$ cat src/rtl/osd_dec_pkg.sv
package osd_dec_pkg;
   localparam int ROW_W = 4;
   localparam int COL_W = 6;

   typedef enum logic [1:0] {
      TGT_CHAR = 2'd0,
      TGT_ATTR = 2'd1,
      TGT_FONT = 2'd2
   } tgt_e;

   typedef enum logic [2:0] {
      ST_IDLE   = 3'd0,
      ST_COL    = 3'd1,
      ST_DATA   = 3'd2,
      ST_STREAM = 3'd3,
      ST_DROP   = 3'd4
   } fmt_st_e;
endpackage

$ cat src/rtl/osd_byte_fields.sv
module osd_byte_fields
   import osd_dec_pkg::*;
(
   input  logic [7:0]       b,
   output tgt_e             row_tgt,
   output logic [ROW_W-1:0] row_num,
   output logic [COL_W-1:0] col_disp,
   output logic [COL_W-1:0] col_font,
   output logic             col_burst
);
   always_comb begin
      if (b[6]) begin
         row_tgt = TGT_FONT;
         row_num = {1'b0, b[2:0]};
      end else begin
         row_tgt = b[5] ? TGT_ATTR : TGT_CHAR;
         row_num = b[3:0];
      end
   end

   assign col_disp  = {1'b0, b[4:0]};
   assign col_font  = b[5:0];
   assign col_burst = b[6];
endmodule

$ cat src/rtl/osd_fmt_fsm.sv
module osd_fmt_fsm
   import osd_dec_pkg::*;
#(
   parameter logic [7:0] SLAVE_ADDR = 8'h7A
) (
   input  logic       clk,
   input  logic       rst_n,
   input  logic       frame_i2c,
   input  logic       in_valid,
   input  logic [7:0] in_byte,
   input  logic       in_sop,
   input  logic       in_eop,
   output logic       ld_row,
   output logic       ld_col,
   output logic       wr_fire,
   output logic       adv
);
   fmt_st_e state_q, state_d, eff_st;

   always_comb begin
      eff_st  = in_sop ? ST_IDLE : state_q;
      state_d = state_q;
      ld_row  = 1'b0;
      ld_col  = 1'b0;
      wr_fire = 1'b0;
      adv     = 1'b0;
      if (in_valid) begin
         if (in_sop && frame_i2c) begin
            state_d = (in_byte == SLAVE_ADDR) ? ST_IDLE : ST_DROP;
         end else begin
            case (eff_st)
               ST_IDLE: begin
                  if (in_byte[7]) begin
                     ld_row  = 1'b1;
                     state_d = ST_COL;
                  end else begin
                     state_d = ST_IDLE;
                  end
               end
               ST_COL: begin
                  if (in_byte[7]) begin
                     ld_row  = 1'b1;
                     state_d = ST_COL;
                  end else begin
                     ld_col  = 1'b1;
                     state_d = in_byte[6] ? ST_STREAM : ST_DATA;
                  end
               end
               ST_DATA: begin
                  wr_fire = 1'b1;
                  state_d = ST_COL;
               end
               ST_STREAM: begin
                  wr_fire = 1'b1;
                  adv     = 1'b1;
                  state_d = ST_STREAM;
               end
               default: state_d = ST_DROP;
            endcase
         end
         if (in_eop) state_d = ST_IDLE;
      end
   end

   always_ff @(posedge clk) begin
      if (!rst_n) state_q <= ST_IDLE;
      else        state_q <= state_d;
   end

   p_stream_hold_r5: assert property (@(posedge clk) disable iff (!rst_n)
      (state_q == ST_STREAM && !(in_valid && (in_sop || in_eop)))
      |=> state_q == ST_STREAM);

   p_eop_home_r7: assert property (@(posedge clk) disable iff (!rst_n)
      (in_valid && in_eop) |=> state_q == ST_IDLE);

   p_bad_addr_drop_r9: assert property (@(posedge clk) disable iff (!rst_n)
      (in_valid && in_sop && frame_i2c && in_byte != SLAVE_ADDR && !in_eop)
      |=> state_q == ST_DROP);
endmodule

$ cat src/rtl/osd_wr_addr.sv
module osd_wr_addr
   import osd_dec_pkg::*;
#(
   parameter int ROWS      = 15,
   parameter int COLS      = 30,
   parameter int FONT_ROWS = 8,
   parameter int FONT_COLS = 64
) (
   input  logic             clk,
   input  logic             rst_n,
   input  logic [7:0]       in_byte,
   input  logic             ld_row,
   input  logic             ld_col,
   input  logic             adv,
   output tgt_e             tgt_q,
   output logic [ROW_W-1:0] row_q,
   output logic [COL_W-1:0] col_q
);
   localparam logic [ROW_W-1:0] DISP_ROW_LAST = ROW_W'(ROWS - 1);
   localparam logic [COL_W-1:0] DISP_COL_LAST = COL_W'(COLS - 1);
   localparam logic [ROW_W-1:0] FONT_ROW_LAST = ROW_W'(FONT_ROWS - 1);
   localparam logic [COL_W-1:0] FONT_COL_LAST = COL_W'(FONT_COLS - 1);

   tgt_e             f_tgt;
   logic [ROW_W-1:0] f_row;
   logic [COL_W-1:0] f_col_disp, f_col_font;
   logic             f_burst;
   logic [ROW_W-1:0] row_last;
   logic [COL_W-1:0] col_last;

   osd_byte_fields u_fields (
      .b        (in_byte),
      .row_tgt  (f_tgt),
      .row_num  (f_row),
      .col_disp (f_col_disp),
      .col_font (f_col_font),
      .col_burst(f_burst)
   );

   assign row_last = (tgt_q == TGT_FONT) ? FONT_ROW_LAST : DISP_ROW_LAST;
   assign col_last = (tgt_q == TGT_FONT) ? FONT_COL_LAST : DISP_COL_LAST;

   always_ff @(posedge clk) begin
      if (!rst_n) begin
         tgt_q <= TGT_CHAR;
         row_q <= '0;
         col_q <= '0;
      end else if (ld_row) begin
         tgt_q <= f_tgt;
         row_q <= f_row;
      end else if (ld_col) begin
         col_q <= (tgt_q == TGT_FONT) ? f_col_font : f_col_disp;
      end else if (adv) begin
         if (col_q >= col_last) begin
            col_q <= '0;
            row_q <= (row_q >= row_last) ? '0 : row_q + 1'b1;
         end else begin
            col_q <= col_q + 1'b1;
         end
      end
   end

   p_col_step_r6: assert property (@(posedge clk) disable iff (!rst_n)
      (adv && col_q < col_last) |=> (col_q == $past(col_q) + 1'b1) && $stable(row_q));

   p_row_wrap_r6: assert property (@(posedge clk) disable iff (!rst_n)
      (adv && col_q >= col_last && row_q >= row_last) |=> (row_q == '0) && (col_q == '0));
endmodule

$ cat src/rtl/osd_pkt_decoder.sv
module osd_pkt_decoder
   import osd_dec_pkg::*;
#(
   parameter int         ROWS       = 15,
   parameter int         COLS       = 30,
   parameter int         FONT_ROWS  = 8,
   parameter int         FONT_COLS  = 64,
   parameter logic [7:0] SLAVE_ADDR = 8'h7A,
   parameter bit         OUT_REG    = 1'b1
) (
   input  logic       clk,
   input  logic       rst_n,
   input  logic       frame_i2c,
   input  logic       in_valid,
   input  logic [7:0] in_byte,
   input  logic       in_sop,
   input  logic       in_eop,
   output logic       wr_en,
   output logic [1:0] wr_target,
   output logic [3:0] wr_row,
   output logic [5:0] wr_col,
   output logic [7:0] wr_data
);
   generate
      if (ROWS < 1 || ROWS > (1 << ROW_W)) begin : g_chk_rows
         $error("ROWS must lie in 1..16");
      end
      if (COLS < 1 || COLS > 32) begin : g_chk_cols
         $error("COLS must lie in 1..32");
      end
      if (FONT_ROWS < 1 || FONT_ROWS > 8) begin : g_chk_frows
         $error("FONT_ROWS must lie in 1..8");
      end
      if (FONT_COLS < 1 || FONT_COLS > (1 << COL_W)) begin : g_chk_fcols
         $error("FONT_COLS must lie in 1..64");
      end
   endgenerate

   logic             ld_row, ld_col, fire, adv;
   tgt_e             tgt_q;
   logic [ROW_W-1:0] row_q;
   logic [COL_W-1:0] col_q;

   osd_fmt_fsm #(.SLAVE_ADDR(SLAVE_ADDR)) u_fsm (
      .clk      (clk),
      .rst_n    (rst_n),
      .frame_i2c(frame_i2c),
      .in_valid (in_valid),
      .in_byte  (in_byte),
      .in_sop   (in_sop),
      .in_eop   (in_eop),
      .ld_row   (ld_row),
      .ld_col   (ld_col),
      .wr_fire  (fire),
      .adv      (adv)
   );

   osd_wr_addr #(
      .ROWS     (ROWS),
      .COLS     (COLS),
      .FONT_ROWS(FONT_ROWS),
      .FONT_COLS(FONT_COLS)
   ) u_addr (
      .clk    (clk),
      .rst_n  (rst_n),
      .in_byte(in_byte),
      .ld_row (ld_row),
      .ld_col (ld_col),
      .adv    (adv),
      .tgt_q  (tgt_q),
      .row_q  (row_q),
      .col_q  (col_q)
   );

   generate
      if (OUT_REG) begin : g_out_reg
         always_ff @(posedge clk) begin
            if (!rst_n) begin
               wr_en     <= 1'b0;
               wr_target <= TGT_CHAR;
               wr_row    <= '0;
               wr_col    <= '0;
               wr_data   <= '0;
            end else begin
               wr_en <= fire;
               if (fire) begin
                  wr_target <= tgt_q;
                  wr_row    <= row_q;
                  wr_col    <= col_q;
                  wr_data   <= in_byte;
               end
            end
         end

         p_wr_from_byte_r10: assert property (@(posedge clk) disable iff (!rst_n)
            wr_en |-> $past(in_valid));
      end else begin : g_out_comb
         assign wr_en     = fire;
         assign wr_target = tgt_q;
         assign wr_row    = row_q;
         assign wr_col    = col_q;
         assign wr_data   = in_byte;

         p_wr_with_byte_r10: assert property (@(posedge clk) disable iff (!rst_n)
            wr_en |-> in_valid);
      end
   endgenerate

   p_target_legal_r2: assert property (@(posedge clk) disable iff (!rst_n)
      wr_en |-> wr_target != 2'd3);
endmodule

$ cat config.mk
export PLATFORM = sky130hd
export DESIGN_NAME = osd_pkt_decoder
export DESIGN_NICKNAME = d
export VERILOG_FILES = /design/src/rtl/osd_dec_pkg.sv /design/src/rtl/osd_byte_fields.sv /design/src/rtl/osd_fmt_fsm.sv /design/src/rtl/osd_wr_addr.sv /design/src/rtl/osd_pkt_decoder.sv
export SDC_FILE = /design/constraint.sdc
export NUM_CORES = 1
export LEC_CHECK = 0
export BUFFER_PORTS_ARGS = -buffer_cell sky130_fd_sc_hd__buf_2
export CAP_MARGIN = 20
export CORE_AREA = 2 2 58 60
export CTS_CLUSTER_SIZE = 12
export DETAILED_ROUTE_END_ITERATION = 16
export DIE_AREA = 0 0 60 62
export PLACE_DENSITY = 0.78
export REMOVE_ABC_BUFFERS = 1
export SYNTH_ARGS = -nofsm -noshare
export SYNTH_HDL_FRONTEND = slang
export SYNTH_SLANG_ARGS = --single-unit
$ cat constraint.sdc
create_clock -name clk -period 3.18 [get_ports clk]
set_input_delay 0.795 -clock clk [delete_from_list [all_inputs] [get_ports clk]]
set_output_delay 0.795 -clock clk [all_outputs]
set_load 0.02 [all_outputs]
# ---- Word level (Yosys, flattened, before mapping)
# Index checks and enable logic that the tools add are counted.
dict set report classes {
  add_sub_neg 2
  order_cmp 2
  eq_ne 6
  n_mux 36
  bitwise_logic 1
  n_reduce_logical 9
}
# operator count
set op_table {}
lappend op_table {{$mux 6} 5}
lappend op_table {{$mux 4} 7}
lappend op_table {{$mux 1} 17}
lappend op_table {{$mux 3} 5}
lappend op_table {{$pmux 3 s4} 1}
lappend op_table {{$eq 8x7->1 const B} 1}
lappend op_table {{$add 6x1->6 const B} 1}
lappend op_table {{$eq 3x2->1 const B} 2}
lappend op_table {{$ge 6x6->1} 1}
lappend op_table {{$reduce_bool 2->1} 3}
lappend op_table {{$add 4x1->4 const B} 1}
lappend op_table {{$ge 4x4->1} 1}
lappend op_table {{$reduce_or 2->1} 2}
lappend op_table {{$eq 3x1->1 const B} 1}
lappend op_table {{$logic_not 3->1} 1}
lappend op_table {{$reduce_and 3->1} 1}
lappend op_table {{$eq 2x2->1 const B} 1}
lappend op_table {{$mux 2} 1}
lappend op_table {{$ne 2x2->1 const B} 1}
lappend op_table {{$reduce_and 2->1} 1}
lappend op_table {{$logic_and 1x1->1} 1}
lappend op_table {{$not 1->1} 1}
dict set report totals {
  regBits 36
  input_bits 14
  output_inout_bits 21
  wordCells 65
}

# ---- Longest topological paths before layout
dict set report depth {
  depth_word 8
  depth_mapped 8
  mapped_depth_nobuf 8
}

# ---- Hierarchy
# Synthesis repeated with hierarchy kept, for this count alone.
dict set report unflattened {
  cells_unflattened 224
  hier_area_um2 2014.4
}
# module n_inst cells_each area_each_um2 seq_area_each_um2
set modules_own_cells {}
lappend modules_own_cells {osd_wr_addr 1 108 820.8 240.2}
lappend modules_own_cells {osd_pkt_decoder 1 67 810.8 420.4}
lappend modules_own_cells {osd_fmt_fsm 1 29 239.0 60.1}
lappend modules_own_cells {osd_byte_fields 1 20 143.9 0.0}

# ---- Least setup slack after synthesis
# No wires, ideal clock.
dict set report synth_path {
  path_type {input port to flip-flop}
  start {input port in_sop}
  end {register u_addr.col_q[4]}
  setup_time_ps 117
  arrival_time_ps 1877
  required_ps 3063
  setup_slack_ps 1185
  stages 6
  path_buffers 1
  cell_sequence {buf_6 > nand4bb_4 > nor3_4 > nor3_2 > a21bo_1 > a32o_1}
}
dict set report synth_between {
  elab_chain_len 8
  word_cells_on_any_way 19
  classes_between {eq/ne (2); mux (11); bitwise (1); reduce/logical (5)}
}
# element line
set synth_lines {}
lappend synth_lines {{start, declared} osd_pkt_decoder.sv:16} ;# input logic in_sop,
lappend synth_lines {{$mux 3} osd_fmt_fsm.sv:21} ;# eff_st = in_sop ? ST_IDLE : state_q;
lappend synth_lines {{$eq 3x1->1 / $logic_not 3->1 (equally long branches)} osd_fmt_fsm.sv:31} ;# case (eff_st)
lappend synth_lines {{$reduce_or 2->1 (no line)} --}
lappend synth_lines {{$mux 1} --}
lappend synth_lines {{$mux 1} osd_fmt_fsm.sv:28} ;# if (in_sop && frame_i2c) begin
lappend synth_lines {{$mux 1} osd_fmt_fsm.sv:27} ;# if (in_valid) begin
lappend synth_lines {{$not 1->1 (no line)} --}
lappend synth_lines {{$reduce_and 2->1 (no line)} --}
lappend synth_lines {{end signal, assigned} osd_wr_addr.sv:52} ;# col_q <= (tgt_q == TGT_FONT) ? f_col_font : f_col_disp;
lappend synth_lines {{end signal, assigned} osd_wr_addr.sv:58} ;# col_q <= col_q + 1'b1;
lappend synth_lines {{end, declared} osd_wr_addr.sv:17} ;# output logic [COL_W-1:0] col_q
# Several ways; a longest one is shown, not always the timed one.
# A chain may end at the register's enable or synchronous reset.

# ---- Final worst setup path
dict set report layout_path {
  start {register u_addr.tgt_q[0]}
  end {register u_addr.row_q[3]}
}
dict set report layout_between {
  elab_chain_len 8
  word_cells_on_any_way 12
  classes_between {order compare (2); eq/ne (1); mux (7); reduce/logical (2)}
}
# element line
set layout_lines {}
lappend layout_lines {{start, declared} osd_wr_addr.sv:15} ;# output tgt_e tgt_q,
lappend layout_lines {{start signal, assigned} osd_wr_addr.sv:49} ;# tgt_q <= f_tgt;
lappend layout_lines {{$eq 2x2->1 *} {osd_wr_addr.sv:40, osd_wr_addr.sv:41}}
lappend layout_lines {{$mux 4} osd_wr_addr.sv:40} ;# assign row_last = (tgt_q == TGT_FONT) ? FONT_ROW_LAST : DISP_ROW_LAST;
lappend layout_lines {{$ge 4x4->1} osd_wr_addr.sv:56} ;# row_q <= (row_q >= row_last) ? '0 : row_q + 1'b1;
lappend layout_lines {{$mux 4} osd_wr_addr.sv:56}
lappend layout_lines {{$mux 4} osd_wr_addr.sv:54} ;# if (col_q >= col_last) begin
lappend layout_lines {{$mux 4} osd_wr_addr.sv:53} ;# end else if (adv) begin
lappend layout_lines {{$mux 4} osd_wr_addr.sv:51} ;# end else if (ld_col) begin
lappend layout_lines {{$mux 4} osd_wr_addr.sv:48} ;# end else if (ld_row) begin
lappend layout_lines {{end signal, assigned} osd_wr_addr.sv:50} ;# row_q <= f_row;
lappend layout_lines {{end signal, assigned} osd_wr_addr.sv:56}
lappend layout_lines {{end, declared} osd_wr_addr.sv:16} ;# output logic [ROW_W-1:0] row_q,
# Mark *: on every way between the ends. The rest lies on a longest branch, timed or not. The select of a mux whose other input is x is not followed.

==> impl_metrics.ini <==
[outcome]
status = finished clean

[power]
switching_share = 0.241
pwr-share-clk = 0.383
p_int_uw = 641
ir_drop_uv = 251
power_density_mw_per_mm2 = 423
seqPwrFrac = 0.548
p_sw_uw = 203
pwr-share-comb = 0.070
p_total_uw = 845
cellLeakagePower_uw = 0.000786

[synth]
netlist_area_sq_mm = 0.00173
synthDistinctLibCells = 50
yosys_warnings = 0
ys_seq_area_frac = 0.416
yosys_register_bits = 36
synth_edf_count = 0
avgSynthCellArea_sq_um = 8.25
syn_inst = 210
synthArstFlopShare = 0
ys.flop_type = dfxtp_1

[floorplan]
rows = 21
start_util = 0.545
die_h_um = 62
core_sq_mm = 0.00318
boundaryPins = 35
die-area_sq_mm = 0.00372
die_w_um = 60

[finish]
final_common_cell = nand2_1
nNetsFinal = 259
fin_cells = 289
n_antenna_cell = 0
fillers = 299
layout_common_cells = 50 x nand2_1, 36 x dfxtp_1, 34 x buf_2
area_delta_synth_final_pct = 15.2
layout-drive-gt1-share = 0.230

[critical_path]
crit_type = reg2reg
r2r_cells = 8
worstReg2RegStart = u_addr.tgt_q[0]
arrival_ns = 2.39
reg2reg_to = u_addr.row_q[3]
endpoint_kind = flop
slowest_stage = dfxtp_1
crit_fanout = 7
required_ns = 3.44
critical_path.max_stage_delay_ns = 0.34
crit_path_start_kind = flop
path_cells = and2b_4 > inv_1 > ha_1 > o21ai_0 > a211oi_2 > o21ai_1 > o2bb2ai_1 > a221oi_2
reg2reg_setup_slack_ns = 1.06

[route]
via_count = 1569
drt_pre_antenna_iters = 4
first_iter_violations = 68
antenna_left = 0
via_per_inst = 5.43
routed_wirelength_mm = 3.78
wire_per_inst_um = 13.1
drc = 0

[clock_tree]
cts_buffers = 5
path_clk_slew_ns = 0.11
htreeDepth = 2
clock-root-buffer = clkbuf_4
cts_tree = done
cts_num_sinks = 36
holdBufCountCts = 0
cts_resized = 0
clkLatencyLatePin_ns = 0.35
cts_max_path_buffers = 2
cts_setup_buffers = 0

[timing]
hold_violations = 0
fin_skew_ns = 0.00835
setup_tns_ns = 0
min_period_ns = 2.12
finalSetupViolCount = 0
worstMarginPinSlew_ns = 0.783
slew_violations = 0
timing.final.crit_share = 0.668
slew_headroom = 0.477
fmax_mhz = 471
finalWorstSetupSlack_ns = 1.06
rsz0062_at_grt = no

[global_routing]
antenna_found_initial = 0
overflow = 0
grt_start_max_net_pins = 29
grt_pass1_wl_mm = 6.23
grt_pass1_vias = 1408
track_usage = 0.227

[hold_path]
min_delay_worst_endpoint = wr_data[6]
hold_path_class = reg2reg
hold_path_startpoint = wr_data[6]
hold_depth = 2

[placed_design]
hpwlAfterDp_mm = 2.63
dp_slack_ns = 0.968
gp_congestion = 0.803
place_inst = 281
io_buffers = 34

[flow_run]
drv_cap = 0
[cells in the mapped netlist, drive strengths merged, types with 4 or more instances]
cell	number	area share
a21oi	31	0.092
and3	4	0.014
buf	5	0.019
clkbuf	5	0.011
dfxtp	36	0.42
inv	7	0.015
nand2	50	0.11
nand3	5	0.014
nor2	8	0.017
nor3	4	0.021
o21ai	10	0.029
[cell families after synthesis]
group	after synthesis	share of synthesized area
AND/OR/NAND/NOR	86	0.254
multiplexers	3	0.0173
flip-flops	36	0.416
adder cells (fa/ha/maj)	3	0.0217
buffers and inverters	17	0.0455
AO/OA/AOI/OAI	65	0.245
[worst max path at each step]
| stage | start | end | slack (ns) |
|---|---|---|---|
| 2_1_floorplan | in_sop | u_addr.row_q[3] | 1.17 |
| 3_3_place_gp | in_sop | u_addr.col_q[3] | 1.01 |
| 3_5_place_dp | in_sop | wr_data[4] | 0.97 |
| 4_1_cts | u_addr.tgt_q[0] | u_addr.row_q[3] | 1.08 |
| 5_1_grt | u_addr.tgt_q[0] | u_addr.row_q[3] | 0.96 |
| 6_report | u_addr.tgt_q[0] | u_addr.row_q[3] | 1.06 |
[flip-flops by register name, summed over array words and instances (netlist names)]
name / cells
u_addr.col_q: 6
u_addr.row_q: 4
u_addr.tgt_q: 2
u_fsm.state_q: 3
wr_col: 6
wr_data: 8
wr_en: 1
wr_row: 4
wr_target: 2
[per-stage QoR]
step / util / hold slack [ns] / area, sq um
final: 0.628 / 0.457 / 2000
after global routing: 0.628 / 0.474 / 2000
after CTS: 0.628 / 0.459 / 2000
after detailed placement: 0.603 / 0.443 / 1920
after global placement: 0.603 / 0.439 / 1920
after floorplan: - / 0.440 / 1680
[routing by layer]
metal	track usage	up-vias	part of all wire
li1	-	809	-
met1	0.305	716	0.51
met2	0.334	38	0.44
met3	0.0621	6	0.038
met4	0.117	0	0.016
met5	0	-	0
[power groups by stage]
stage / logic (uW) / clock network, uW / registers (uW)
2_1_floorplan: 29.2 / 0 / 473
3_3_place_gp: 58.3 / 0 / 472
3_5_place_dp: 58.9 / 0 / 473
4_1_cts: 59.0 / 329 / 462
5_1_grt: 66.0 / 351 / 464
6_report: 58.9 / 323 / 463
[layout make-up]
cell class / count / area (sq um) / area share
repair buffers: 35 / 178 / 0.0890
inverters: 7 / 26.3 / 0.0132
multi-input cells: 157 / 933 / 0.468
flip-flops and latches: 36 / 721 / 0.361
well taps: 46 / 57.6 / 0.0288
clock inverters: 3 / 42.5 / 0.0213
clock buffers: 5 / 37.5 / 0.0188
[critical path, delay by kind of cell (launching register included)]
kind,cells,cell delay [ns]
AOI/OAI and AO/OA,5,1.08
adders and majority gates,1,0.26
buffers and inverters,1,0.06
DFF,1,0.34
and+or+nand+nor,1,0.29
Power figures use the tool's default switching activity.
